File: config.mk
export PLATFORM = sky130hd
export DESIGN_NAME = rtc_func_core
export DESIGN_NICKNAME = d
export VERILOG_FILES = /design/src/rtl/rtc_func_pkg.sv /design/src/rtl/rtc_sec_counter.sv /design/src/rtl/rtc_link_ctrl.sv /design/src/rtl/rtc_irq_pulse.sv /design/src/rtl/rtc_func_core.sv
export SDC_FILE = /design/constraint.sdc
export NUM_CORES = 1
export LEC_CHECK = 0
export CAP_MARGIN = 25
export CORE_ASPECT_RATIO = 0.9
export CORE_MARGIN = 3
export CORE_UTILIZATION = 40
export CTS_BUF_LIST = sky130_fd_sc_hd__clkbuf_8 sky130_fd_sc_hd__clkbuf_16
export DETAILED_ROUTE_END_ITERATION = 16
export GPL_TIMING_DRIVEN = 0
export PLACE_DENSITY = 0.63
export SYNTH_ARGS = -nofsm -noshare
export SYNTH_HDL_FRONTEND = slang
export SYNTH_SLANG_ARGS = --single-unit
File: constraint.sdc
create_clock -name clk -period 5 [get_ports clk]
set_clock_uncertainty 0.15 [all_clocks]
set_input_delay 1 -clock clk [delete_from_list [all_inputs] [get_ports clk]]
set_output_delay 1 -clock clk [all_outputs]
set_load 0.01 [all_outputs]
File: src/rtl/rtc_func_pkg.sv
package rtc_func_pkg;

  localparam logic [7:0] CMD_READ  = 8'h66;
  localparam logic [7:0] CMD_WRITE = 8'h99;

  typedef enum logic [1:0] {LK_IDLE, LK_READ, LK_WRITE, LK_HALT} link_st_t;

  typedef struct packed {
    logic       ie;
    logic [2:0] sel;
    logic       osc;
  } ctl_t;

  function automatic logic [7:0] ctl_pack(input ctl_t c);
    return {c.ie, c.sel, c.osc, c.osc, 2'b00};
  endfunction

  // bit 3 alone decides the oscillator; bit 2 is only reported
  function automatic ctl_t ctl_unpack(input logic [7:0] b);
    ctl_t c;
    c.ie  = b[7];
    c.sel = b[6:4];
    c.osc = b[3];
    return c;
  endfunction

  // count bit whose rising edge marks one interval; code 0 uses the prescaler
  function automatic int unsigned tap_pos(input logic [2:0] sel);
    case (sel)
      3'd1:    return 1;
      3'd2:    return 4;
      3'd3:    return 5;
      3'd4:    return 10;
      3'd5:    return 11;
      3'd6:    return 15;
      3'd7:    return 16;
      default: return 0;
    endcase
  endfunction

endpackage

File: src/rtl/rtc_sec_counter.sv
module rtc_sec_counter #(
  parameter int PRESC_W = 15,
  parameter int CNT_W   = 32
) (
  input  logic               clk,
  input  logic               rst_n,
  input  logic               tick,
  input  logic               osc_en,
  input  logic               commit,
  input  logic [CNT_W-1:0]   load_val,
  output logic [CNT_W-1:0]   count,
  output logic               presc_msb,
  output logic               sec_tick
);
  logic [PRESC_W-1:0] presc;

  assign sec_tick  = osc_en & tick & (&presc);
  assign presc_msb = presc[PRESC_W-1];

  always_ff @(posedge clk) begin
    if (!rst_n) begin
      presc <= '0;
      count <= '0;
    end else if (commit) begin
      presc <= '0;
      count <= load_val;
    end else if (osc_en && tick) begin
      presc <= presc + PRESC_W'(1);
      if (sec_tick) count <= count + CNT_W'(1);
    end
  end

  AST_HOLD_NO_EVENT: assert property (@(posedge clk) disable iff (!rst_n)
    (!commit && !sec_tick) |=> $stable(count));
  AST_STEP_ONE: assert property (@(posedge clk) disable iff (!rst_n)
    (sec_tick && !commit) |=> (count == $past(count) + CNT_W'(1)));
  AST_OSC_FREEZE: assert property (@(posedge clk) disable iff (!rst_n)
    (!osc_en && !commit) |=> ($stable(count) && $stable(presc_msb)));
  AST_COMMIT_LOAD: assert property (@(posedge clk) disable iff (!rst_n)
    commit |=> (count == $past(load_val)));
endmodule

File: src/rtl/rtc_link_ctrl.sv
module rtc_link_ctrl
  import rtc_func_pkg::*;
#(
  parameter int CNT_W = 32
) (
  input  logic               clk,
  input  logic               rst_n,
  input  logic               bus_rst,
  input  logic               rx_valid,
  input  logic [7:0]         rx_byte,
  input  logic               rd_req,
  input  logic [CNT_W-1:0]   count,
  output logic               tx_valid,
  output logic [7:0]         tx_byte,
  output ctl_t               ctl,
  output logic               ctl_wr,
  output logic               commit,
  output logic [CNT_W-1:0]   load_val
);
  localparam int NBYTES = CNT_W / 8;
  localparam int IDX_W  = $clog2(NBYTES + 2);

  link_st_t          state;
  logic [IDX_W-1:0]  idx;
  logic [CNT_W-1:0]  rw_buf;
  logic [7:0]        rd_sel;

  assign load_val = rw_buf;

  always_comb begin
    rd_sel = ctl_pack(ctl);
    for (int b = 0; b < NBYTES; b++)
      if (idx == IDX_W'(b + 1)) rd_sel = rw_buf[8*b +: 8];
  end

  always_ff @(posedge clk) begin
    if (!rst_n) begin
      state    <= LK_IDLE;
      idx      <= '0;
      rw_buf   <= '0;
      ctl      <= '0;
      ctl_wr   <= 1'b0;
      commit   <= 1'b0;
      tx_valid <= 1'b0;
      tx_byte  <= '0;
    end else begin
      ctl_wr   <= 1'b0;
      commit   <= 1'b0;
      tx_valid <= 1'b0;
      if (bus_rst) begin
        commit <= (state == LK_WRITE);
        state  <= LK_IDLE;
        idx    <= '0;
      end else begin
        case (state)
          LK_IDLE: if (rx_valid) begin
            idx <= '0;
            if (rx_byte == CMD_READ) begin
              rw_buf <= count;
              state  <= LK_READ;
            end else if (rx_byte == CMD_WRITE) begin
              rw_buf <= count;
              state  <= LK_WRITE;
            end else begin
              state  <= LK_HALT;
            end
          end
          LK_READ: if (rd_req) begin
            tx_valid <= 1'b1;
            tx_byte  <= rd_sel;
            idx      <= (idx == IDX_W'(NBYTES)) ? '0 : idx + IDX_W'(1);
          end
          LK_WRITE: if (rx_valid && idx <= IDX_W'(NBYTES)) begin
            if (idx == '0) begin
              ctl    <= ctl_unpack(rx_byte);
              ctl_wr <= 1'b1;
            end
            for (int b = 0; b < NBYTES; b++)
              if (idx == IDX_W'(b + 1)) rw_buf[8*b +: 8] <= rx_byte;
            idx <= idx + IDX_W'(1);
          end
          default: ;
        endcase
      end
    end
  end

  AST_RD_INDEX: assert property (@(posedge clk) disable iff (!rst_n)
    (state == LK_READ) |-> (idx <= IDX_W'(NBYTES)));
  AST_WR_INDEX: assert property (@(posedge clk) disable iff (!rst_n)
    (state == LK_WRITE) |-> (idx <= IDX_W'(NBYTES + 1)));
  AST_RST_TO_IDLE: assert property (@(posedge clk) disable iff (!rst_n)
    bus_rst |=> (state == LK_IDLE));
  AST_HALT_SILENT: assert property (@(posedge clk) disable iff (!rst_n)
    (state == LK_HALT) |=> !tx_valid);
  AST_CTL_LOW_BITS: assert property (@(posedge clk) disable iff (!rst_n)
    tx_valid && $past(idx == '0) |-> (tx_byte[1:0] == 2'b00 && tx_byte[3] == tx_byte[2]));
endmodule

File: src/rtl/rtc_irq_pulse.sv
module rtc_irq_pulse
  import rtc_func_pkg::*;
#(
  parameter int CNT_W       = 32,
  parameter int PULSE_TICKS = 4
) (
  input  logic               clk,
  input  logic               rst_n,
  input  logic               tick,
  input  logic               ie,
  input  logic [2:0]         sel,
  input  logic               ctl_wr,
  input  logic [CNT_W-1:0]   count,
  input  logic               presc_msb,
  output logic               fire,
  output logic               irq
);
  localparam int TAP_W = $clog2(CNT_W);
  localparam int PC_W  = $clog2(PULSE_TICKS + 1);

  logic [TAP_W-1:0] tap_idx;
  logic             tap_now, tap_q;
  logic [PC_W-1:0]  pulse_cnt;

  assign tap_idx = TAP_W'(tap_pos(sel));
  assign tap_now = (sel == 3'd0) ? presc_msb : count[tap_idx];
  assign fire    = ie & tap_now & (~tap_q | ctl_wr);
  assign irq     = (pulse_cnt != '0);

  always_ff @(posedge clk) begin
    if (!rst_n) begin
      tap_q     <= 1'b0;
      pulse_cnt <= '0;
    end else begin
      tap_q <= tap_now;
      if (!ie)                          pulse_cnt <= '0;
      else if (fire)                    pulse_cnt <= PC_W'(PULSE_TICKS);
      else if (tick && pulse_cnt != '0) pulse_cnt <= pulse_cnt - PC_W'(1);
    end
  end

  AST_IE_GATE: assert property (@(posedge clk) disable iff (!rst_n)
    !ie |=> !irq);
  AST_PULSE_ORIGIN: assert property (@(posedge clk) disable iff (!rst_n)
    $rose(irq) |-> $past(fire));
  AST_PULSE_BOUND: assert property (@(posedge clk) disable iff (!rst_n)
    pulse_cnt <= PC_W'(PULSE_TICKS));
endmodule

File: src/rtl/rtc_func_core.sv
module rtc_func_core
  import rtc_func_pkg::*;
#(
  parameter int PRESC_W     = 15,
  parameter int CNT_W       = 32,
  parameter int PULSE_TICKS = 4
) (
  input  logic       clk,
  input  logic       rst_n,
  input  logic       tick_32k,
  input  logic       bus_rst,
  input  logic       rx_valid,
  input  logic [7:0] rx_byte,
  input  logic       rd_req,
  output logic       tx_valid,
  output logic [7:0] tx_byte,
  output logic       irq
);
  ctl_t             ctl;
  logic             ctl_wr, commit, sec_tick, presc_msb, fire;
  logic [CNT_W-1:0] count, load_val;

  rtc_sec_counter #(.PRESC_W(PRESC_W), .CNT_W(CNT_W)) u_cnt (
    .clk(clk), .rst_n(rst_n), .tick(tick_32k), .osc_en(ctl.osc),
    .commit(commit), .load_val(load_val), .count(count),
    .presc_msb(presc_msb), .sec_tick(sec_tick));

  rtc_link_ctrl #(.CNT_W(CNT_W)) u_link (
    .clk(clk), .rst_n(rst_n), .bus_rst(bus_rst), .rx_valid(rx_valid),
    .rx_byte(rx_byte), .rd_req(rd_req), .count(count),
    .tx_valid(tx_valid), .tx_byte(tx_byte), .ctl(ctl), .ctl_wr(ctl_wr),
    .commit(commit), .load_val(load_val));

  rtc_irq_pulse #(.CNT_W(CNT_W), .PULSE_TICKS(PULSE_TICKS)) u_irq (
    .clk(clk), .rst_n(rst_n), .tick(tick_32k), .ie(ctl.ie), .sel(ctl.sel),
    .ctl_wr(ctl_wr), .count(count), .presc_msb(presc_msb),
    .fire(fire), .irq(irq));

  AST_RESET_QUIET: assert property (@(posedge clk) $fell(rst_n) |=> !irq);
  AST_TICK_NEEDS_OSC: assert property (@(posedge clk) disable iff (!rst_n)
    sec_tick |-> ctl.osc && tick_32k);
endmodule

* Yosys cells after proc, flatten, opt, wreduce, memory -nomap -nowiden
Cells that the tools add are included.
** Storage, ports and cells
- Word-level logic and storage cells :: 119
- Flip-flop bits (word level) :: 104
- Output and inout bits :: 10
- Input port bits :: 14
** Cells by class
- Reduce and logical (&&, ||, !) cells :: 29
- Muxes and demuxes :: 31
- Equal/unequal tests :: 23
- $add $sub $neg :: 4
- Bitwise operators :: 12
- Magnitude comparators :: 2
** Operator list (count)
- 32-bit two-way mux :: 7
- 8-bit two-way mux :: 8
- 32-bit case mux with 2 select lines :: 1
- 5-bit case mux with 7 select lines :: 1
- 32-bit by 1-bit adder with 32-bit output (second input constant) :: 1
- 6-bit AND reduction :: 4
- 3-bit two-way mux :: 6
- 15-bit by 1-bit adder with 15-bit output (second input constant) :: 1
- 3-bit equality test (second input constant) :: 5
- 15-bit AND reduction :: 1
- 3-bit by 2-bit equality test with 1-bit output (second input constant) :: 4
- 2-bit inequality test (second input constant) :: 6
- 3-bit case mux with 3 select lines :: 1
- 8-bit by 7-bit equality test with 1-bit output (second input constant) :: 1
- 8-bit equality test (second input constant) :: 1
- 2-bit AND reduction :: 4
- 4-bit AND reduction :: 2
- 2-bit nonzero test :: 4
- 1-bit NOT :: 7
- 3-bit by 1-bit equality test with 1-bit output (second input constant) :: 2
- 3-bit zero test :: 2
- 5-bit by 6-bit less-than comparator with 1-bit output (second input constant) :: 1
- 3-bit nonzero test :: 2
- 3-bit OR reduction :: 2
- other kinds (17) :: 27

* Depth between registers and ports, before layout
Gate-level depths: netlist of the first run.
- Word-level depth :: 8
- Gate-level depth with buffers :: 9
- Depth with buffers taken out :: 7

* By module
A second synthesis of the first run with hierarchy kept.
** Second synthesis, totals
- Cells, all modules :: 705
- Area total of the unflattened synthesis :: 5844.4 um^2
** By module, submodules not included
- rtc_link_ctrl :: area each 3081.7 um^2, cells an instance 375, times used 1, seq. area each 1061.0 um^2
- rtc_sec_counter :: area each 2444.8 um^2, cells an instance 290, times used 1, seq. area each 940.9 um^2
- rtc_irq_pulse :: area each 317.8 um^2, cells an instance 40, times used 1, seq. area each 80.1 um^2

* Worst setup path before layout of the first run
Ideal clock, no wire load.
- Path kind :: input-to-reg
- From :: input rx_byte[4]
- To :: register u_link.rw_buf[21], in the netlist u_link.load_val[21]
- Cell stages on the path :: 6
- Data arrival time :: 2.426 ns
- Setup slack :: 2.304 ns
- Data required time :: 4.731 ns
- Path through :: or4bb_1 -> nor4_4 -> o221ai_2 -> buf_2 -> nand3_1 -> o21ai_1
** On the way
- Longest elaborated chain between the ends :: 4
- Elaborated cells on any way between the ends :: 7
** RTL lines
- start: declaration :: line rtc_func_core.sv:13 : input logic [7:0] rx_byte,
- 8-bit by 7-bit equality test with 1-bit output :: line rtc_link_ctrl.sv:58 : if (rx_byte == CMD_READ) begin
- 32-bit two-way mux :: line rtc_link_ctrl.sv:58
- 32-bit two-way mux :: line rtc_link_ctrl.sv:56 : LK_IDLE: if (rx_valid) begin
- 32-bit case mux with 2 select lines :: line rtc_link_ctrl.sv:55 : case (state)
- end signal: assignment :: line rtc_link_ctrl.sv:59 : rw_buf <= count;
- end signal: assignment :: line rtc_link_ctrl.sv:62 : rw_buf <= count;
- end signal: indexed assignment :: line rtc_link_ctrl.sv:79 : if (idx == IDX_W'(b + 1)) rw_buf[8*b +: 8] <= rx_byte;
- end: declaration :: line rtc_link_ctrl.sv:25 : logic [CNT_W-1:0] rw_buf;
Several ways; a longest one is shown, not always the timed one. The select of a mux whose other input is x is not followed.
A chain may end at the register's enable or synchronous reset.

* Worst setup path in the final report of the first run
- From :: input tick_32k
- To :: register u_cnt.count[29]
** On the way
- Longest elaborated chain between the ends :: 4
- Elaborated cells on any way between the ends :: 6
** RTL lines
- start: declaration :: line rtc_func_core.sv:10 : input logic tick_32k,
- 1-bit AND (2 in series) :: line rtc_sec_counter.sv:17 : assign sec_tick = osc_en & tick & (&presc);
- 2-bit nonzero test (no line)
- 2-bit AND reduction (no line) (*)
- end signal: assignment :: line rtc_sec_counter.sv:26 : count <= load_val;
- end signal: assignment :: line rtc_sec_counter.sv:29 : if (sec_tick) count <= count + CNT_W'(1);
- end: declaration :: line rtc_sec_counter.sv:11 : output logic [CNT_W-1:0] count,
Mark *: on every way between the ends. The rest lies on a longest branch, timed or not.

==> run_results.csv, run 1 <==
group,metric,value,unit
drt,drt_pass1_iterations,5,
timing,hold_viol_final,0,
worst_setup_path,critPathArrivalTime,3320,ps
die,num_rows,40,
worst_setup_path,critPathBufInv,3,
place,place_worst_setup_slack,1430,ps
synthesis,synth_enable_flop_cells,0,
clock_network,cts_made_buffers,9,
grt,track_usage,0.218,
worst_setup_path,start_kind,"input pin",
drt,routedWlPerCell,18.3,um
synthesis,synthSimpleGateAreaFrac,0.239,
final_layout,multi_input_comb_area,3150,sq um
worst_setup_path,required,5080,ps
worst_setup_path,cp_cell_sequence,"clkdlybuf4s50_1, and4_1, buf_2, nand4_1, buf_2, nor4_1, xnor2_1, a21oi_1",
worst_setup_path,timing.rr.start,"u_link.state[0]$_SDFFE_PP0P_",
final_layout,drive_gt1_frac,0.0622,
drt,ant_nets,0,
synthesis,synth-compound-area-share,0.188,
timing,rsz0062_at_grt,"no",
timing,period_needed,3240,ps
grt,grt_overflow_total,0,
final_layout,syn_to_final_growth,12.9,%
drt,initialDrtViolationCount,534,
timing,worst_pin_slew,937,ps
die,ios,24,
synthesis,synthXorXnorAreaFrac,0.0675,
synthesis,muxShareOfSynthArea,0.0422,
synthesis,synth_seq_cells,104,
clock_network,htreeDepth,3,
timing,setup_viol,0,
grt,antenna_found_initial,0,
power,ir_drop,0.168,mV
final_layout,n_fill_cell,1350,
worst_setup_path,crit_start,"tick_32k",
synthesis,netlist_area,5580,sq um
grt,grt_pass1_wl,26400,um
power,power_density,265,nW/um^2
worst_setup_path,cp.depth,8,
timing,drv_slew,0,
outcome,status,"finished clean",
die,die_h,118,um
worst_setup_path,crit_type,"in2reg",
clock_network,cts_resized,0,
die,design.die.area,15400,sq um
synthesis,synth_area_per_cell,7.96,sq um
synthesis,synth_nets,728,
clock_network,cts_tree,"done",
power,p_leak,1.97,nW
clock_network,cts_hold_buffers,0,
synthesis,ys.warnings.count,0,
worst_setup_path,path_delay_family,"buffers and inverters",
drt,viasPerCell,5.66,
worst_setup_path,timing.rr.end,"u_link.load_val[21]$_SDFFE_PN0P_",
worst_setup_path,critPathCapture,"u_cnt.count[29]$_SDFFE_PN0P_",
grt,grt_pass1_vias,4813,
synthesis,synth-adder-area-share,0.0292,
place,dpl-instance-area,6010,sq um
clock_network,clk_latency,360,ps
die,dieWidth,130,um
worst_setup_path,slowest_stage,"clkdlybuf4s50_1",
clock_network,cts_setup_buffers,0,
clock_network,cts_root_buf,"clkbuf_16",
timing,fin_crit_sh,0.647,
synthesis,synth.distinct_cells,54,
synthesis,synth_ff_type,"dfxtp_1",
final_layout,design_area,6300,sq um
worst_setup_path,worstRegToRegCells,9,
synthesis,synth_top_family_by_area,"simple AND/OR/NAND/NOR gates",
drt,drc,0,
synthesis,synth_seq_area_share,0.373,
grt,grt_max_degree,20,
timing,slew_headroom,0.371,
timing,setup_slack,1760,ps
timing,clock.fmax,309,MHz
worst_setup_path,crit_top_cell,"buf_2",
worst_setup_path,worstSetupEndpointType,"flip-flop",
synthesis,synthCells,701,
die,start_util,0.413,
worst_setup_path,critPathMaxStageDelay,610,ps
timing,fin_tns_setup,0,ps
synthesis,async_flop_share,0,
final_layout,nNetsFinal,761,
final_layout,n_antenna_cell,0,
final_layout,register_area,2080,sq um
place,gp_congestion,0.926,
place,hpwl,12600,um
place,portBuffers,22,
clock_network,path_clk_slew,80,ps
flow_run,cap_violations,0,
drt,wl,16600,um
die,fp.coreArea,13500,sq um
power,finalPower,1.67,mW
drt,num_vias,5136,
clock_network,clockBufferDepth,2,
min_path,worstHoldPathType,"reg2reg",
worst_setup_path,crit_fanout,10,
clock_network,cts.sinks,104,
worst_setup_path,r2r_setup_slack,2400,ps
==> routing by layer <==
metal	wire length (um)	vias to the layer above	GRT usage
li1	-	2527	-
met1	7940	2389	0.318
met2	7130	191	0.314
met3	1000	29	0.0463
met4	522	0	0.0803
met5	0	-	0
==> tightest hold or removal path: cells and delay by family, from the launching register on <==
kind            cells  cell delay, ps
flops               1             320
simple gates        1              50
compound gates      1              60
==> placed cells by master, fill, tap and decap left out, types with 4 or more instances in the layout <==
| master | n |
|---|---|
| nor2_1 | 29 |
| o21ai_1 | 24 |
| buf_2 | 7 |
| and4_1 | 8 |
| nand2_1 | 88 |
| or3b_2 | 6 |
| mux2i_1 | 15 |
| and3_1 | 8 |
| nand4_1 | 12 |
| inv_1 | 46 |
| clkbuf_16 | 9 |
| ha_1 | 13 |
| nor4_1 | 24 |
| dfxtp_1 | 104 |
| a22oi_1 | 4 |
| o21ai_0 | 67 |
| a21oi_1 | 45 |
| nand3_1 | 38 |
| nand2b_1 | 11 |
| and2_1 | 6 |
| xnor2_1 | 32 |
| nor2b_1 | 7 |
| clkbuf_1 | 32 |
| nor3_1 | 8 |
| clkdlybuf4s50_1 | 22 |
| o311ai_0 | 6 |
| o211ai_1 | 6 |
| xor2_1 | 11 |
| a21boi_0 | 6 |
==> cell families after synthesis <==
kind of cell             Yosys count
AO/OA/AOI/OAI                    175
AND/OR/NAND/NOR                  257
multiplexers                      20
XOR/XNOR                          43
buffers and inverters             89
adder cells (fa/ha/maj)           13
flip-flops                       104
==> cell type report <==
class                      instances  share of cell area
buffer                            42              0.0264
multi-input combinational        508               0.501
sequential                       104               0.331
clock inverter                     7             0.00993
inverter                          47              0.0280
tap                              168              0.0334
clock buffer                       9              0.0358
timing repair buffer              22              0.0350
==> sequential cells by signal (all words and copies together), names as in the netlist, 2 cells and up <==
name,flops
u_link.ctl,5
u_link.state,2
u_irq.pulse_cnt,3
u_link.load_val,32
u_cnt.presc,15
u_link.idx,3
u_link.tx_byte,8
u_cnt.count,32
==> metrics by stage <==
step | utilization | cells | hold slack, ps
2_1_floorplan | - | 701 | 292
3_3_place_gp | 0.445 | 891 | 307
3_5_place_dp | 0.445 | 891 | 312
4_1_cts | 0.466 | 907 | 329
5_1_grt | 0.466 | 907 | 363
6_report | 0.466 | 907 | 324
==> power breakdown <==
part / internal, mW / switching, mW
registers: 0.836 / 0.0112
logic: 0.0394 / 0.0734
clock network: 0.350 / 0.358
==> Yosys cell counts (15+ instances only) <==
| library cell | count | share of area |
|---|---|---|
| nor2_1 | 29 | 0.020 |
| nor4_1 | 24 | 0.027 |
| nand3_1 | 38 | 0.034 |
| a21oi_1 | 45 | 0.040 |
| nand2_1 | 88 | 0.059 |
| xnor2_1 | 32 | 0.050 |
| mux2i_1 | 15 | 0.027 |
| o21ai_1 | 24 | 0.022 |
| dfxtp_1 | 104 | 0.37 |
| inv_1 | 46 | 0.031 |
| clkbuf_1 | 32 | 0.022 |
| o21ai_0 | 67 | 0.060 |
==> worst min path at each step <==
stage | startpoint | slack [ps] | cells past startpoint | end
detailed placement | u_link.tx_byte[4]$_SDFFE_PN0P_ | 310 | 2 | u_link.tx_byte[4]$_SDFFE_PN0P_
finish | u_link.tx_byte[5]$_SDFFE_PN0P_ | 320 | 2 | u_link.tx_byte[5]$_SDFFE_PN0P_
global placement | u_link.tx_byte[5]$_SDFFE_PN0P_ | 310 | 2 | u_link.tx_byte[5]$_SDFFE_PN0P_
CTS | u_link.tx_byte[5]$_SDFFE_PN0P_ | 330 | 2 | u_link.tx_byte[5]$_SDFFE_PN0P_
floorplan | u_link.load_val[10]$_SDFFE_PN0P_ | 290 | 2 | u_link.load_val[10]$_SDFFE_PN0P_
global route | u_link.tx_byte[4]$_SDFFE_PN0P_ | 360 | 2 | u_link.tx_byte[4]$_SDFFE_PN0P_
(Power assumes the default switching activity.)
==> run 2, diff against run 1 <==
clock period = 3.1 ns   (was 5 ns; I/O delays follow)
==> results of run 2 <==
Same layout as run 1 (identical final DEF). Status: finished clean.
Among the figures that moved: setup slack after placement 1430 ps -> -85.3 ps; setup slack after layout 1760 ps -> 243 ps; register-to-register setup slack 2400 ps -> 500 ps; total power 1.67 mW -> 2.69 mW; worst IR drop on VDD 0.168 mV -> 0.271 mV
==> run 3, diff against run 2 <==
PLACE_DENSITY = unset   (was 0.63)
PLACE_DENSITY_LB_ADDON = 0.05   (was unset)
SKIP_CTS_REPAIR_TIMING = 1   (was unset)
==> run 3 against run 2 <==
Effect of this change:
- sequential power barely moved
- critical endpoint unchanged
- hold slack got worse by 3.8 ps
- core utilization rose by 0.31 points
- non-clock buffer count did not move
- register-to-register slack got worse by 110 ps
- fmax barely moved
- cell count did not move
- routed wire length rose by 2.6%
- clock power rose by 11%
- count of clock-buffer cells in the layout rose by 1
- critical path depth did not move
- total power rose by 4.6%
==> run_results.csv, run 3 (synthesized netlist as in run 1, its figures left out) <==
group,metric,value,unit
drt,num_vias,5154,
worst_setup_path,required,3180,ps
drt,drt_pass1_iterations,5,
power,power.switching,0.667,mW
clock_network,clk_latency,360,ps
timing,clock.fmax,350,MHz
final_layout,n_antenna_cell,0,
timing,drv_slew,0,
die,design.die.area,15400,sq um
drt,viasPerCell,5.68,
timing,hold_viol_final,0,
power,p_leak,1.98,nW
place,place_worst_setup_slack,-147,ps
clock_network,cts_tree,"done",
timing,rsz0062_at_grt,"no",
timing,slew_headroom,0.372,
worst_setup_path,crit_type,"in2reg",
grt,antenna_found_initial,0,
drt,wl,17000,um
die,start_util,0.413,
drt,routedWlPerCell,18.8,um
flow_run,cap_violations,0,
grt,grt_pass1_vias,4867,
power,p_sw_frac,0.237,
grt,grt_pass1_wl,27100,um
place,hpwl,12800,um
grt,grt_max_degree,18,
clock_network,cts_root_buf,"clkbuf_16",
drt,drc,0,
die,ios,24,
final_layout,final_cell_mix,"dfxtp_1 (104), nand2_1 (88), o21ai_0 (67), inv_1 (46), a21oi_1 (45)",
clock_network,cts.sinks,104,
worst_setup_path,crit_fanout,10,
min_path,worstHoldPathType,"reg2reg",
final_layout,final_common_cell,"dfxtp_1",
worst_setup_path,worstSetupEndpointType,"flip-flop",
power,p_int,2.15,mW
final_layout,fin_util,0.469,
power,pwr-share-seq,0.486,
timing,holdWs,320,ps
drt,initialDrtViolationCount,425,
power,pwr-share-comb,0.066,
die,die_h,118,um
clock_network,path_clk_slew,80,ps
timing,setup_slack,240,ps
final_layout,nNetsFinal,761,
final_layout,syn_to_final_growth,13.6,%
die,fp.coreArea,13500,sq um
grt,grt_overflow_total,0,
worst_setup_path,critPathArrivalTime,2940,ps
clock_network,htreeDepth,3,
die,num_rows,40,
place,portBuffers,22,
place,gp_congestion,0.929,
timing,worst_pin_slew,935,ps
clock_network,clockBufferDepth,2,
grt,track_usage,0.225,
power,ir_drop,0.265,mV
clock_network,cts_made_buffers,9,
power,clkPwrFrac,0.449,
timing,period_needed,2860,ps
final_layout,drive_gt1_frac,0.0622,
worst_setup_path,start_kind,"input pin",
timing,fin_crit_sh,0.923,
timing,setup_viol,0,
outcome,status,"finished clean",
die,dieWidth,130,um
power,power_density,444,nW/um^2
drt,ant_nets,0,
-- run 3: changes by cell type in the layout (fill, tap and decap cells not counted), sizes merged --
cell,delta
clkinv,-2
inv,-2
bufinv,+2
clkinvlp,+1
clkbuf,+1
-- run 3: layer usage --
| metal | routed length [um] | GRT usage |
|---|---|---|
| met3 | 960 | 0.0513 |
| met5 | 0 | 0 |
| met1 | 8270 | 0.336 |
| met2 | 7430 | 0.328 |
| met4 | 356 | 0.0553 |
-- run 3: final timing paths --
path                                       start                                to  slack, ps  depth (start not counted)
hold / removal    u_link.tx_byte[3]$_SDFFE_PN0P_    u_link.tx_byte[3]$_SDFFE_PN0P_        320                          2
hold reg to reg   u_link.tx_byte[3]$_SDFFE_PN0P_    u_link.tx_byte[3]$_SDFFE_PN0P_        320                          2
setup / recovery                        tick_32k      u_cnt.count[29]$_SDFFE_PN0P_        240                          8
setup reg to reg    u_link.state[0]$_SDFFE_PP0P_  u_link.load_val[13]$_SDFFE_PN0P_        390                          9
-- run 3: area by class of cell --
| type | instances | area, sq um |
|---|---|---|
| clock buffer | 10 | 239 |
| clock inverter | 6 | 90.1 |
| fill | 1394 | 7170 |
| buffer | 42 | 166 |
| sequential | 104 | 2080 |
| timing repair buffer | 22 | 220 |
| tap | 168 | 210 |
| multi-input combinational | 508 | 3150 |
| inverter | 47 | 176 |
-- run 3: critical path, stage by stage --
cell and delay [ps]:
clkdlybuf4s50_1 640, and4_1 230, buf_2 180, nand4_1 350, buf_2 350, nor4_1 320, xnor2_1 170, a21oi_1 80
-- run 3: power by group through the flow --
| stage | clock network, mW | registers, mW | logic, mW |
|---|---|---|---|
| finish | 1.26 | 1.37 | 0.185 |
| global route | 1.34 | 1.37 | 0.203 |
| CTS | 1.29 | 1.37 | 0.184 |
| detailed placement | 0 | 1.40 | 0.182 |
| global placement | 0 | 1.40 | 0.180 |
| floorplan | 0 | 1.39 | 0.113 |
-- run 3: stage by stage --
| stage | std cells | power (mW) | area, sq um | setup TNS [ps] |
|---|---|---|---|---|
| after floorplan | 701 | 1.50 | 5580 | 0 |
| after global placement | 891 | 1.58 | 6010 | -451 |
| after detailed placement | 891 | 1.58 | 6010 | -1040 |
| after CTS | 907 | 2.84 | 6340 | 0 |
| after global routing | 907 | 2.91 | 6340 | 0 |
| final | 907 | 2.81 | 6340 | 0 |
